--- src/rtl/csgate_fanout_pkg.sv ---
package csgate_fanout_pkg;
   localparam int NUM_COPIES = 2;

   typedef struct packed {
      logic sel_n;
      logic cke;
      logic odt;
   } ctl_bits_t;
endpackage

--- src/rtl/fbuf_rst_sync.sv ---
module fbuf_rst_sync #(
   parameter int STAGES = 2
) (
   input  logic clk,
   input  logic rst_n_async,
   output logic rst_n_sync
);
   generate
      if (STAGES < 2) begin : g_bad_stages
         $error("fbuf_rst_sync: STAGES must be at least 2");
      end
   endgenerate

   logic [STAGES-1:0] chain;

   always_ff @(posedge clk or negedge rst_n_async) begin
      if (!rst_n_async) chain <= '0;
      else              chain <= {chain[STAGES-2:0], 1'b1};
   end

   assign rst_n_sync = chain[STAGES-1];


   sync_hold_low_chk: assert property (@(posedge clk)
      !rst_n_async |=> !rst_n_sync);
endmodule

--- src/rtl/fbuf_lane_bank.sv ---
module fbuf_lane_bank #(
   parameter int WIDTH = 11
) (
   input  logic             clk,
   input  logic             rst_n,
   input  logic             load_en,
   input  logic [WIDTH-1:0] d,
   output logic [WIDTH-1:0] q_a,
   output logic [WIDTH-1:0] q_b
);
   import csgate_fanout_pkg::*;

   generate
      if (WIDTH < 1) begin : g_bad_width
         $error("fbuf_lane_bank: WIDTH must be at least 1");
      end
      for (genvar c = 0; c < NUM_COPIES; c++) begin : g_copy
         logic [WIDTH-1:0] r;
         always_ff @(posedge clk or negedge rst_n) begin
            if (!rst_n)       r <= '0;
            else if (load_en) r <= d;
         end
      end
   endgenerate

   assign q_a = g_copy[0].r;
   assign q_b = g_copy[1].r;


   lane_load_chk: assert property (@(posedge clk) disable iff (!rst_n)
      load_en |=> (q_a == $past(d)));

   lane_hold_chk: assert property (@(posedge clk) disable iff (!rst_n)
      !load_en |=> $stable(q_a));

   lane_copy_match_chk: assert property (@(posedge clk) disable iff (!rst_n)
      q_a == q_b);
endmodule

--- src/rtl/fbuf_ctl_bank.sv ---
module fbuf_ctl_bank
   import csgate_fanout_pkg::*;
(
   input  logic      clk,
   input  logic      rst_n,
   input  ctl_bits_t ctl_in,
   output ctl_bits_t ctl_a,
   output ctl_bits_t ctl_b
);
   generate
      for (genvar c = 0; c < NUM_COPIES; c++) begin : g_copy
         ctl_bits_t r;
         always_ff @(posedge clk or negedge rst_n) begin
            if (!rst_n) r <= '0;
            else        r <= ctl_in;
         end
      end
   endgenerate

   assign ctl_a = g_copy[0].r;
   assign ctl_b = g_copy[1].r;


   ctl_enable_follow_chk: assert property (@(posedge clk) disable iff (!rst_n)
      1'b1 |=> (ctl_a.cke == $past(ctl_in.cke)) && (ctl_a.odt == $past(ctl_in.odt)));

   ctl_sel_follow_chk: assert property (@(posedge clk) disable iff (!rst_n)
      1'b1 |=> (ctl_b.sel_n == $past(ctl_in.sel_n)));

   ctl_copy_match_chk: assert property (@(posedge clk) disable iff (!rst_n)
      ctl_a == ctl_b);
endmodule

--- src/rtl/csgate_fanout_reg.sv ---
module csgate_fanout_reg #(
   parameter int DATA_W      = 11,
   parameter int SYNC_STAGES = 2
) (
   input  logic              clk,
   input  logic              rst_n,
   input  logic              sel_pri_n,
   input  logic              sel_sec_n,
   input  logic [DATA_W-1:0] d_in,
   input  logic              cke_in,
   input  logic              odt_in,
   output logic [DATA_W-1:0] q_a,
   output logic [DATA_W-1:0] q_b,
   output logic              q_sel_n_a,
   output logic              q_sel_n_b,
   output logic              q_cke_a,
   output logic              q_cke_b,
   output logic              q_odt_a,
   output logic              q_odt_b
);
   import csgate_fanout_pkg::*;

   logic      rst_n_int;
   logic      load_en;
   ctl_bits_t ctl_in;
   ctl_bits_t ctl_a;
   ctl_bits_t ctl_b;

   fbuf_rst_sync #(.STAGES(SYNC_STAGES)) u_rst_sync (
      .clk         (clk),
      .rst_n_async (rst_n),
      .rst_n_sync  (rst_n_int)
   );

   assign load_en = !(sel_pri_n && sel_sec_n);

   fbuf_lane_bank #(.WIDTH(DATA_W)) u_lanes (
      .clk     (clk),
      .rst_n   (rst_n_int),
      .load_en (load_en),
      .d       (d_in),
      .q_a     (q_a),
      .q_b     (q_b)
   );

   assign ctl_in = '{sel_n: sel_pri_n, cke: cke_in, odt: odt_in};

   fbuf_ctl_bank u_ctl (
      .clk    (clk),
      .rst_n  (rst_n_int),
      .ctl_in (ctl_in),
      .ctl_a  (ctl_a),
      .ctl_b  (ctl_b)
   );

   assign q_sel_n_a = ctl_a.sel_n;
   assign q_sel_n_b = ctl_b.sel_n;
   assign q_cke_a   = ctl_a.cke;
   assign q_cke_b   = ctl_b.cke;
   assign q_odt_a   = ctl_a.odt;
   assign q_odt_b   = ctl_b.odt;


   reset_clears_chk: assert property (@(posedge clk)
      !rst_n |-> (q_a == '0) && (q_b == '0) && !q_sel_n_a && !q_cke_b && !q_odt_a);
endmodule

--- config.mk ---
export PLATFORM = sky130hd
export DESIGN_NAME = csgate_fanout_reg
export DESIGN_NICKNAME = d
export VERILOG_FILES = /design/src/rtl/csgate_fanout_pkg.sv /design/src/rtl/fbuf_rst_sync.sv /design/src/rtl/fbuf_lane_bank.sv /design/src/rtl/fbuf_ctl_bank.sv /design/src/rtl/csgate_fanout_reg.sv
export SDC_FILE = /design/constraint.sdc
export NUM_CORES = 1
export LEC_CHECK = 0
export BUFFER_PORTS_ARGS = -buffer_cell sky130_fd_sc_hd__buf_2
export CAP_MARGIN = 10
export CORE_MARGIN = 1.5
export CORE_UTILIZATION = 40
export DETAILED_ROUTE_END_ITERATION = 10
export PLACE_DENSITY = 0.84
export RECOVER_POWER = 100
export SETUP_SLACK_MARGIN = 0.4
export SLEW_MARGIN = 20
export SYNTH_ARGS = -nofsm -noshare
export SYNTH_HDL_FRONTEND = slang
export SYNTH_SLANG_ARGS = --single-unit
--- constraint.sdc ---
create_clock -name clk -period 0.8 [get_ports clk]
set_clock_uncertainty 0.05 [all_clocks]
set_input_delay 0.04 -clock clk [delete_from_list [all_inputs] [get_ports clk]]
set_output_delay 0.04 -clock clk [all_outputs]
set_load 0.02 [all_outputs]
# After elaboration in Yosys (flattened, before gate mapping)

Cells that the tools add are included.

Reductions and logical operators: 1

Operators by type and width:

| operator          | number |
|---|---|
| logical AND 1 bit | 1 |

Bits in registers: 16
Output and inout bits: 28

# Depth between registers and ports, before layout

Gate-level depths: netlist of the first run.

Depth after elaboration: 1
Gate-level depth with buffers: 3
Gate-level depth less buffers: 2

# Modules after synthesis

A second synthesis of the first run with hierarchy kept.

Cell total of the unflattened synthesis: 44
Area, all modules: 685.7 sq um

By module, submodules not included:

| module            | instances | cells an instance | area each (sq um) | sequential area each (sq um) |
|---|---|---|---|---|
| fbuf_lane_bank    | 1         | 34                | 530.5             | 275.3 |
| fbuf_ctl_bank     | 1         | 6                 | 97.6              | 75.1 |
| fbuf_rst_sync     | 1         | 3                 | 53.8              | 50.0 |
| csgate_fanout_reg | 1         | 1                 | 3.8               | 0.0 |

# Least setup slack after synthesis of the first run

No wires, ideal clock.

Path kind: reg-to-reg
From: register u_lanes.q_a[0] (netlist name)
To: register u_lanes.g_copy[0].r[0], in the netlist u_lanes.q_a[0]
Library setup time: 0.125 ns
Arrival time: 0.723 ns
Data required time: 0.625 ns
Setup slack: -0.098 ns
Stages on the path, launching flop included: 2
Path buffers: 0
Cells stage by stage: dfrtp_1 mux2_4

RTL lines:

| element              | RTL line             | text |
|---|---|---|
| to (signal assigned) | fbuf_lane_bank.sv:20 | `if (!rst_n) r <= '0;` |
| to (signal assigned) | fbuf_lane_bank.sv:21 | `else if (load_en) r <= d;` |
| to (decl)            | fbuf_lane_bank.sv:18 | `logic [WIDTH-1:0] r;` |

# Worst setup path in the final report of the first run

From: register u_lanes.g_copy[0].r[2], in the netlist u_lanes.q_a[2]
To: output port q_a[2]

RTL lines:

| element   | RTL line                | text |
|---|---|---|
| to (decl) | csgate_fanout_reg.sv:12 | `output logic [DATA_W-1:0] q_a,` |

No word-level cell between the ends.

==> out/results.ini, run 1 <==
[clock_tree]
cts_hold_buf=1
clock_path_buffers=2
cts_root_buf=clkbuf_4
clkTransAtPathRegs_ps=110
cts_sinks=16
cts_tree=built
clk_latency_ps=290
cts_max_level=1
cts_inserted_buffers=3

[worst_setup_path]
worstPathMaxFanout=2
arrival_ps=1000
crit_path_start_kind=flip-flop
critPathRequiredTime_ps=710
critPathCaptureType=output pin
path_class=reg2out

[route]
antenna_left=0
dr.pass1.iters=7
drt_wl_total_mm=1.95
drt_iter0_drc=17
drc_errors=5
routedWlPerCell_um=18.1
vias_per_cell=4.60
vias=497

[pwr]
p_sw_uw=618
power-per-cell-area_nw_per_um2=1800
power_frac_comb_pct=31.5
p_seq_share_pct=43.6
power.internal_uw=1550
swShare_pct=28.5
power.total_uw=2170
ir_worst_vdd_v=0.00131
p_leak_uw=0.000607
p_clk_share_pct=24.9

[timing]
rsz0062_at_grt=true
setup_viol=39
whs_ps=-201
fmax_mhz=921
hold_violations=14
worst_slack_ps=-286
slew_violations=0
post-route-min-period_ps=1090
final.setup.tns_ps=-6560
finalCritPeriodShare_pct=136

[cells_and_area]
num_antenna_cells=0
final_area_um2=1210
multi_input_area_um2=171
fillers=89
syn_to_final_growth_pct=75.5
drive_gt1_share_pct=93.5
seqCellArea_um2=419
final_nets=110

[logic_synthesis]
netlist.area_leader.share_pct=58.2
yosysSeqAreaShare_pct=58.2
synth_area_leader_cell=dfrtp_1
ys_ff_latch=16
syn-num-nets=61
ys_top_cells_by_area=dfrtp_1 (58%), mux2_4 (22%), buf_4 (15%)
ys_warn_count=0
syn-instance-count=44
syn_area_per_cell_um2=15.6
netlist_area_um2=688
yosysUniqueCellTypes=7

[placement]
gp_congestion=0.586
place_area_um2=908
dpl.hpwl_um=964
port-buffer-count=44

[outcome]
status=complete, but fails checks
violations=DRC, hold timing, setup timing

[global_routing]
grt_usage_pct=19.3
grt_max_degree=12
grt_pass1_vias=526
grt_pass1_wl_mm=2.54
grt_overflow=0
antenna_found_initial=0

[floorplan]
core_area_um2=1560
rows=14
die_w_um=44.5
ios=45
die_h_um=44.5
die-area_um2=1980
start_util_pct=44.1

[hold_path]
min_path_type=in2reg

[flow_run]
drv_cap=0

## stage by stage
step                setup slack [ps]  hold slack, ps  util [%]  instances
global placement               -71.4            -226      58.3         96
floorplan                      -79.5            -306         -         44
detailed placement              -102            -221      58.3         96
CTS                             -241            -194      77.6        106
finish                          -286            -201      77.4        108
global route                    -313            -220      77.4        108
## repair_timing
action,4_1_cts,5_1_grt
buffers inserted,5,2
hold endpoints to repair,16,16
gates resized for setup,64,1
endpoints found under the setup margin,54,40
## placed cells by master, fill, tap and decap left out
cell / count
buf_12: 2
dfrtp_2: 15
dfrtp_1: 1
clkbuf_2: 1
mux2_2: 1
clkbuf_4: 3
buf_2: 14
buf_6: 37
dlygate4sd3_1: 1
nand2_2: 1
clkbuf_8: 1
buf_4: 1
clkbuf_1: 3
conb_1: 1
mux2_4: 10
## cells in the mapped netlist (all sizes together)
master / number
dfrtp: 16
buf: 15
mux2: 11
conb: 1
nand2: 1
## power groups by stage
stage / logic, uW / clock network [uW] / registers (uW)
floorplan: 255 / 0 / 1010
global placement: 445 / 0 / 939
detailed placement: 450 / 0 / 944
CTS: 662 / 537 / 939
global route: 717 / 605 / 953
finish: 684 / 540 / 947
## layout make-up
cell class                 instances  area share [%]
tap                               16            1.66
multi-input combinational         13            14.2
clock buffer                       4            3.01
sequential                        16            34.7
timing repair buffer              59            46.4
## flip-flops by register name (all words and copies together) (netlist names)
name,flops
u_ctl.ctl_a,2
u_lanes.q_a,11
u_rst_sync.chain,2
u_ctl.ctl_b,1
## worst max-delay path: stages (launching register included)
cell and delay (ps):
dfrtp_2 450, buf_6 130, buf_6 120
## metal layers
| layer | up-vias | global-route usage (%) | part of all wire, % |
|---|---|---|---|
| met1 | 237 | 19.6 | 38 |
| met5 | - | 0 | 0 |
| li1 | 225 | - | - |
| met4 | 0 | 9.70 | 1.5 |
| met3 | 6 | 6.53 | 8.0 |
| met2 | 29 | 34.8 | 52 |
## path summary, 6_finish.rpt
kind | from | to | slack (ps) | cells past startpoint
hold reg to reg | u_rst_sync.chain[1] | u_lanes.q_a[0] | 120 | 1
min in group asynchronous | rst_n | u_rst_sync.chain[0] | 10 | 2
setup reg to reg | u_lanes.q_a[2] | u_lanes.q_a[2] | -220 | 2
hold / removal | odt_in | u_ctl.ctl_b[0] | -200 | 1
setup / recovery | u_lanes.q_a[2] | q_a[2] | -290 | 2
max in group asynchronous | u_rst_sync.chain[1] | u_lanes.q_a[5] | 250 | 1
## cells by family after synthesis
kind of cell | share of synthesized area, %
buf+inv | 16.9
flops | 58.2
mux | 23.5
other cells | 0.545
simple gates | 0.910
Power figures use the tool's default switching activity.
==> inputs of run 2 (changes only) <==
- ABC_AREA: default -> 1
- CORE_UTILIZATION: 40 -> 39
- PLACE_DENSITY: 0.84 -> 0.82
==> out/results.ini, run 2 <==
[outcome]
status=complete, but fails checks
violations=DRC, hold timing, setup timing

[floorplan]
die-area_um2=1990
die_w_um=44.7
die_h_um=44.7
rows=14
ios=45
start_util_pct=43.4
core_area_um2=1560

[clock_tree]
cts_tree=built
clock_path_buffers=2
cts_root_buf=clkbuf_4
cts_max_level=1
clk_latency_ps=280
cts_hold_buf=1
clkTransAtPathRegs_ps=90
cts_sinks=16
cts_inserted_buffers=3

[timing]
slew_violations=0
worst_slack_ps=-170
whs_ps=-187
final.setup.tns_ps=-4660
setup_viol=36
hold_violations=13
finalCritPeriodShare_pct=121
fmax_mhz=1030
rsz0062_at_grt=true
post-route-min-period_ps=970

[route]
antenna_left=0
drc_errors=5
drt_iter0_drc=7
drt_wl_total_mm=2.01
vias_per_cell=4.95
routedWlPerCell_um=15.5
dr.pass1.iters=7
vias=643

[logic_synthesis]
ys_warn_count=0
synthMuxAreaShare_pct=0
syn-num-nets=85
synthFlopType=dfrtp_1
synth-edff-count=0
synthTopCellsByCount=nand2_1 (23), buf_4 (16), dfrtp_1 (16), nand3_1 (11)
synth_area_leader_cell=dfrtp_1
ys_top_cells_by_area=dfrtp_1 (59%), buf_4 (18%), nand2_1 (13%)
yosysSeqAreaShare_pct=59.1
ys_ff_latch=16
synth_top_family_by_area=simple AND/OR/NAND/NOR gates
synth_compound_area_share_pct=0
synthSimpleGateAreaFrac_pct=20.9
synthXorXnorAreaFrac_pct=0
netlist.area_leader.share_pct=59.1
synthArstFlopShare_pct=100
netlist_area_um2=677
syn_area_per_cell_um2=9.95
synth.most_common_cell=nand2_1
syn-instance-count=68
yosys.area_share.adder_pct=0
yosysUniqueCellTypes=6

[placement]
numPlacedInstances=113
gp_congestion=0.696
port-buffer-count=44
dpl.hpwl_um=947

[flow_run]
drv_cap=0

[hold_path]
holdCritStartpoint=cke_in
min_path_type=in2reg

[cells_and_area]
syn_to_final_growth_pct=66.2
largest_reg_flops=11
fillers=100
num_antenna_cells=0
drive_gt1_share_pct=73.7
final_nets=132
final_cell_mix=buf_6 (24), nand2_1 (23), buf_2 (23)
stdcell_count=130
layout_commonest_cell=buf_6

[pwr]
p_sw_uw=603
p_leak_uw=0.000586
swShare_pct=30.7
power_frac_comb_pct=30.1
p_clk_share_pct=22.2
ir_worst_vdd_v=0.00116
power.internal_uw=1360
p_seq_share_pct=47.7
power-per-cell-area_nw_per_um2=1750

[worst_setup_path]
path_buf_inv=1
path_class=reg2out
r2r_start=u_lanes.q_a[9]
startpoint=u_lanes.q_a[9]
critPathRequiredTime_ps=710
path_delay_family=flip-flops
path_cells=buf_2
arrival_ps=880
critPathMaxStageDelay_ps=430
critPathCaptureType=output pin
worstPathMaxFanout=3
slowest_stage=dfrtp_2
crit_path_start_kind=flip-flop

[global_routing]
grt_pass1_wl_mm=2.46
grt_pass1_vias=558
grt_overflow=0
grt_max_degree=15
grt_usage_pct=17.7
antenna_found_initial=0

run 2: layer usage:
metal	global-route usage, %	up-vias	share of wire (%)
met3	2.45	10	5.2
met2	31.3	39	54
met5	0	-	0
met1	19.7	302	35
met4	10.9	0	5.8
li1	-	292	-
run 2: power by group through the flow:
stage	clock network (uW)	registers, uW	logic [uW]
finish	435	938	591
global route	491	944	625
CTS	449	925	533
detailed placement	0	948	388
global placement	0	945	386
floorplan	0	1020	242
run 2: cell type report:
| class | instances | area [um2] | share of cell area [%] |
|---|---|---|---|
| Timing Repair Buffer | 59 | 469 | 41.7 |
| Sequential cell | 16 | 419 | 37.3 |
| Multi-Input combinational cell | 35 | 190 | 16.9 |
| Clock buffer | 4 | 26.3 | 2.34 |
| Tap cell | 16 | 20.0 | 1.78 |
run 2: kinds of logic after synthesis:
family | Yosys count
other | 1
AND/OR/NAND/NOR | 34
buffers and inverters | 17
flip-flops | 16
run 2: worst paths after layout:
kind	to	depth (start not counted)	slack, ps
setup / recovery	q_a[9]	1	-170
hold / removal	u_ctl.ctl_a[1]	1	-190
setup reg to reg	u_lanes.q_a[9]	4	-130
hold reg to reg	u_lanes.q_a[6]	1	180
max in group asynchronous	u_lanes.q_a[8]	1	240
min in group asynchronous	u_rst_sync.chain[0]	2	20
run 2: what timing repair did:
action,in CTS,in global routing
setup buffers,10,2
resized for setup,27,17
endpoints found under the hold margin,15,13
pin swaps,1,1
setup endpoints to repair,54,40
run 2: stage by stage:
step	util [%]	cell area (um2)	setup slack (ps)	hold WS [ps]	power (uW)
2_1_floorplan	-	762	86.1	-306	1260
3_5_place_dp	56.1	875	92.1	-222	1340
5_1_grt	72.2	1120	-189	-204	2060
4_1_cts	69.6	1080	-160	-197	1910
3_3_place_gp	56.1	875	112	-225	1330
6_report	72.2	1120	-170	-187	1960
